<file path="config.mk">
export PLATFORM = sky130hd
export DESIGN_NAME = led_cfg_port
export DESIGN_NICKNAME = d
export VERILOG_FILES = /design/src/rtl/led_cfg_pkg.sv /design/src/rtl/led_cfg_decode.sv /design/src/rtl/led_cfg_bank.sv /design/src/rtl/led_cfg_port.sv
export SDC_FILE = /design/constraint.sdc
export NUM_CORES = 1
export LEC_CHECK = 0
export BUFFER_PORTS_ARGS = -buffer_cell sky130_fd_sc_hd__buf_2
export CORE_UTILIZATION = 25
export DETAILED_ROUTE_END_ITERATION = 10
export PLACE_DENSITY_LB_ADDON = 0.15
export SYNTH_ARGS = -nofsm -noshare
export SYNTH_HDL_FRONTEND = slang
export SYNTH_SLANG_ARGS = --single-unit
</file>
<file path="constraint.sdc">
create_clock -name clk -period 4.8 [get_ports clk]
set_clock_uncertainty 0.05 [all_clocks]
set_input_delay 0.96 -clock clk [delete_from_list [all_inputs] [get_ports clk]]
set_output_delay 0.96 -clock clk [all_outputs]
set_load 0.1 [all_outputs]
</file>
<file path="src/rtl/led_cfg_pkg.sv">
package led_cfg_pkg;

  localparam int CMD_W     = 16;
  localparam int TARGET_W  = 3;
  localparam int PAYLOAD_W = 11;
  localparam int SEL_W     = 4;
  localparam int RATE_W    = 3;
  localparam int SPEC_W    = 7;

  // Command word layout, MSB first
  typedef struct packed {
    logic                 commit;
    logic [TARGET_W-1:0]  target;
    logic                 spare;
    logic [PAYLOAD_W-1:0] payload;
  } led_cmd_t;

  localparam logic [TARGET_W-1:0] TGT_SELECT  = 3'd0;
  localparam logic [TARGET_W-1:0] TGT_TIMING  = 3'd6;
  localparam logic [TARGET_W-1:0] TGT_SPECIAL = 3'd7;

  // Reset defaults
  localparam logic [SEL_W-1:0]  SEL_DEFAULT     = 4'd0;
  localparam logic [RATE_W-1:0] BLINK_DEFAULT   = 3'd3;
  localparam logic [RATE_W-1:0] STRETCH_DEFAULT = 3'd0;
  localparam logic [SPEC_W-1:0] SPEC_DEFAULT    = 7'd0;

endpackage

</file>
<file path="src/rtl/led_cfg_decode.sv">
module led_cfg_decode
  import led_cfg_pkg::*;
#(
  parameter int NUM_PORTS  = 6,
  parameter int PORT_IDX_W = 4
) (
  input  logic                  wr_en,
  input  logic [PORT_IDX_W-1:0] wr_port,
  input  logic [CMD_W-1:0]      wr_word,
  output logic [NUM_PORTS-1:0]  we_select,
  output logic [NUM_PORTS-1:0]  we_timing,
  output logic [NUM_PORTS-1:0]  we_special,
  output logic [PAYLOAD_W-1:0]  payload
);

  localparam logic [PORT_IDX_W:0] PORT_LIMIT = (PORT_IDX_W+1)'(NUM_PORTS);

  led_cmd_t cmd;
  logic     legal;
  logic     tgt_sel, tgt_tim, tgt_spc;

  always_comb begin
    cmd     = led_cmd_t'(wr_word);
    payload = cmd.payload;
    legal   = wr_en && cmd.commit && ({1'b0, wr_port} < PORT_LIMIT);
    tgt_sel = legal && (cmd.target == TGT_SELECT);
    tgt_tim = legal && (cmd.target == TGT_TIMING);
    tgt_spc = legal && (cmd.target == TGT_SPECIAL);
  end

  for (genvar p = 0; p < NUM_PORTS; p++) begin : g_port_hit
    logic hit;
    assign hit           = (wr_port == PORT_IDX_W'(p));
    assign we_select[p]  = hit && tgt_sel;
    assign we_timing[p]  = hit && tgt_tim;
    assign we_special[p] = hit && tgt_spc;
  end

endmodule

</file>
<file path="src/rtl/led_cfg_bank.sv">
module led_cfg_bank
  import led_cfg_pkg::*;
(
  input  logic                 clk,
  input  logic                 rst,
  input  logic                 we_select,
  input  logic                 we_timing,
  input  logic                 we_special,
  input  logic [PAYLOAD_W-1:0] payload,
  output logic [SEL_W-1:0]     led0_sel,
  output logic [SEL_W-1:0]     led1_sel,
  output logic [RATE_W-1:0]    blink,
  output logic [RATE_W-1:0]    stretch,
  output logic [SPEC_W-1:0]    special
);

  always_ff @(posedge clk) begin
    if (rst) begin
      led0_sel <= SEL_DEFAULT;
      led1_sel <= SEL_DEFAULT;
    end else if (we_select) begin
      led0_sel <= payload[SEL_W-1:0];
      led1_sel <= payload[2*SEL_W-1:SEL_W];
    end
  end

  always_ff @(posedge clk) begin
    if (rst) begin
      blink   <= BLINK_DEFAULT;
      stretch <= STRETCH_DEFAULT;
    end else if (we_timing) begin
      blink   <= payload[RATE_W-1:0];
      stretch <= payload[4+RATE_W-1:4];
    end
  end

  always_ff @(posedge clk) begin
    if (rst)             special <= SPEC_DEFAULT;
    else if (we_special) special <= payload[SPEC_W-1:0];
  end

endmodule

</file>
<file path="src/rtl/led_cfg_port.sv">
module led_cfg_port
  import led_cfg_pkg::*;
#(
  parameter int NUM_PORTS  = 6,
  parameter int PORT_IDX_W = 4
) (
  input  logic                        clk,
  input  logic                        rst,
  input  logic                        wr_en,
  input  logic [PORT_IDX_W-1:0]       wr_port,
  input  logic [CMD_W-1:0]            wr_word,
  output logic [NUM_PORTS*SEL_W-1:0]  led0_sel_o,
  output logic [NUM_PORTS*SEL_W-1:0]  led1_sel_o,
  output logic [NUM_PORTS*RATE_W-1:0] blink_o,
  output logic [NUM_PORTS*RATE_W-1:0] stretch_o,
  output logic [NUM_PORTS*SPEC_W-1:0] special_o
);

  logic [NUM_PORTS-1:0] we_select, we_timing, we_special;
  logic [PAYLOAD_W-1:0] payload;

  led_cfg_decode #(
    .NUM_PORTS (NUM_PORTS),
    .PORT_IDX_W(PORT_IDX_W)
  ) u_decode (
    .wr_en     (wr_en),
    .wr_port   (wr_port),
    .wr_word   (wr_word),
    .we_select (we_select),
    .we_timing (we_timing),
    .we_special(we_special),
    .payload   (payload)
  );

  for (genvar p = 0; p < NUM_PORTS; p++) begin : g_bank
    led_cfg_bank u_bank (
      .clk       (clk),
      .rst       (rst),
      .we_select (we_select[p]),
      .we_timing (we_timing[p]),
      .we_special(we_special[p]),
      .payload   (payload),
      .led0_sel  (led0_sel_o[p*SEL_W +: SEL_W]),
      .led1_sel  (led1_sel_o[p*SEL_W +: SEL_W]),
      .blink     (blink_o[p*RATE_W +: RATE_W]),
      .stretch   (stretch_o[p*RATE_W +: RATE_W]),
      .special   (special_o[p*SPEC_W +: SPEC_W])
    );
  end

endmodule

</file>
==> results.json <==
{
  "drive_above_1_share_pct": 33.67,
  "antenna_found_initial": 0,
  "cts.sinks": 126,
  "vias_per_cell": 4.247,
  "vias": 3682,
  "layout_common_cells": "buf_2, mux2i_1, dfxtp_1",
  "slew_violations": 0,
  "cts_hold_buf": 0,
  "yosysUniqueCellTypes": 24,
  "drt.antenna.violating_nets": 0,
  "stdcell_count": 867,
  "port_buffers": 144,
  "fin_crit_ns": 2.565,
  "power.total_mw": 2.537,
  "routed_wl_um": 14660,
  "dp.cells": 835,
  "max-vdd-ir-drop_v": 0.0002231,
  "hold_path.class": "flop to flop",
  "grtUsageTotal_pct": 14.07,
  "synth.net_count": 478,
  "grt_max_degree": 76,
  "synth.yosys.warnings": 0,
  "crit_fanout": 75,
  "drc": 0,
  "grt_overflow": 0,
  "cp.required_ns": 5.01,
  "syn-cell-area_um2": 5265,
  "nets": 607,
  "arrival_ns": 2.78,
  "cts_made_buffers": 17,
  "worstMarginPinSlew_ns": 1.073,
  "path_class": "input pin to flop",
  "syn_to_final_growth_pct": 29.23,
  "h-tree-depth": 4,
  "clkTransAtPathRegs_ns": 0.06,
  "syn_area_per_cell_um2": 11.57,
  "antenna_cells": 0,
  "initialDrtViolationCount": 110,
  "initial_core_util_pct": 25.77,
  "clock_latency_ns": 0.42,
  "dieWidth_um": 147.1,
  "max_freq_mhz": 389.9,
  "outcome": "finished, final reports clean",
  "fin_crit_sh_pct": 53.44,
  "finalHoldViolCount": 0,
  "fill_cells": 2144,
  "layout_commonest_cell": "buf_2",
  "coreArea_um2": 20430,
  "yosysSeqAreaShare_pct": 47.91,
  "row_count": 52,
  "cts_tree": "built",
  "grt_pass1_wl_um": 22570,
  "startpoint_type": "input pin",
  "dp_hpwl_um": 10020,
  "maxCapViolCount": 0,
  "gp_congestion": 0.6996,
  "post_cts_resized": 0,
  "holdWs_ns": 0.4193,
  "clock-root-buffer": "clkbuf_16",
  "die_h_um": 147.1,
  "fin_area_um2": 6804,
  "setup_viol": 0,
  "grt_pass1_vias": 3684,
  "multi_input_area_um2": 2570,
  "ioPinCount": 149,
  "relSlewSlack_pct": 28.48,
  "regArea_um2": 2522,
  "cts_post_setup_buffers_inserted": 0,
  "rsz0062_at_grt": "no",
  "firstDrtPassIters": 4,
  "die-area_um2": 21640,
  "clock_path_buffers": 2,
  "placed_cell_area_um2": 6168,
  "total_leakage_power_nw": 3.612,
  "cp-end-kind": "flop",
  "ys_ff_latch": 126,
  "fin_setup_tns_ns": 0,
  "p_per_area_nw_per_um2": 372.8,
  "routedWlPerCell_um": 16.91,
  "syn_inst": 455
}
-- flip-flops by register name, indices dropped and copies added, names as in the netlist --
register	flops
g_bank.u_bank.blink	18
g_bank.u_bank.led0_sel	24
g_bank.u_bank.led1_sel	24
g_bank.u_bank.special	42
g_bank.u_bank.stretch	18
-- worst paths after layout --
| kind | startpoint | endpoint | slack, ns | cells past startpoint |
|---|---|---|---|---|
| max | rst | g_bank[0].u_bank.led0_sel[1] | 2.23 | 4 |
| max reg2reg | g_bank[4].u_bank.led1_sel[2] | g_bank[4].u_bank.led1_sel[2] | 4.12 | 2 |
| min reg2reg | g_bank[3].u_bank.led0_sel[3] | g_bank[3].u_bank.led0_sel[3] | 0.42 | 2 |
| min | g_bank[3].u_bank.led0_sel[3] | g_bank[3].u_bank.led0_sel[3] | 0.42 | 2 |
-- where the power goes --
group          internal [mW]  switching, mW  leakage (nW)
sequential              1.05       0.000276          1.01
clock                  0.912          0.482         0.304
combinational         0.0315         0.0646          2.29
total                   1.99          0.547          3.61
-- worst max-delay path: stages --
cell and delay [ns]:
buf_4 0.45, buf_4 0.54, nand2b_1 0.63, mux2i_1 0.16
-- layer usage --
| metal | wire length [um] | global-route usage [%] | vias to the layer above |
|---|---|---|---|
| met4 | 218 | 5.103 | 0 |
| met1 | 6695 | 17.52 | 1780 |
| li1 | - | - | 1798 |
| met3 | 726 | 4.161 | 15 |
| met5 | 0 | 0 | - |
| met2 | 7024 | 22.92 | 89 |
-- synthesized netlist by cell type, drive strengths merged --
library cell | n | share of area, %
a211oi | 1 | 0.38
clkbuf | 24 | 1.7
nand2 | 1 | 0.071
nor4b | 3 | 1.4
and2 | 1 | 0.12
nor2 | 14 | 1.0
buf | 12 | 1.9
and4b | 1 | 0.19
dfxtp | 126 | 48
and3 | 1 | 0.12
nor4bb | 1 | 0.19
nand3 | 6 | 2.0
and4bb | 2 | 0.48
and4 | 1 | 0.21
mux2i | 126 | 24
nand4 | 12 | 3.6
nor4 | 1 | 0.40
nand2b | 122 | 14
-- per-stage QoR --
| stage | util (%) | setup WS, ns |
|---|---|---|
| 3_5_place_dp | 30.19 | 1.668 |
| 3_3_place_gp | 30.19 | 1.725 |
| 6_report | 33.30 | 2.235 |
| 4_1_cts | 33.30 | 2.139 |
| 5_1_grt | 33.30 | 2.009 |
| 2_1_floorplan | - | 2.478 |
-- layout make-up --
cell class,count,share of cell area (%)
tap,270,4.965
multi-input combinational,293,37.77
clock buffer,23,7.025
timing repair buffer,146,10.85
sequential,126,37.07
clock inverter,9,2.317
-- cell families (layout without fill, tap and decap cells) --
logic type	Yosys count	count (layout)	share of synthesized area, %
flip-flops	126	126	47.91
AO/OA/AOI/OAI	1	1	0.3802
multiplexers	126	126	23.95
AND/OR/NAND/NOR	166	166	24.19
buffers and inverters	36	178	3.565
(Power assumes the default switching activity.)
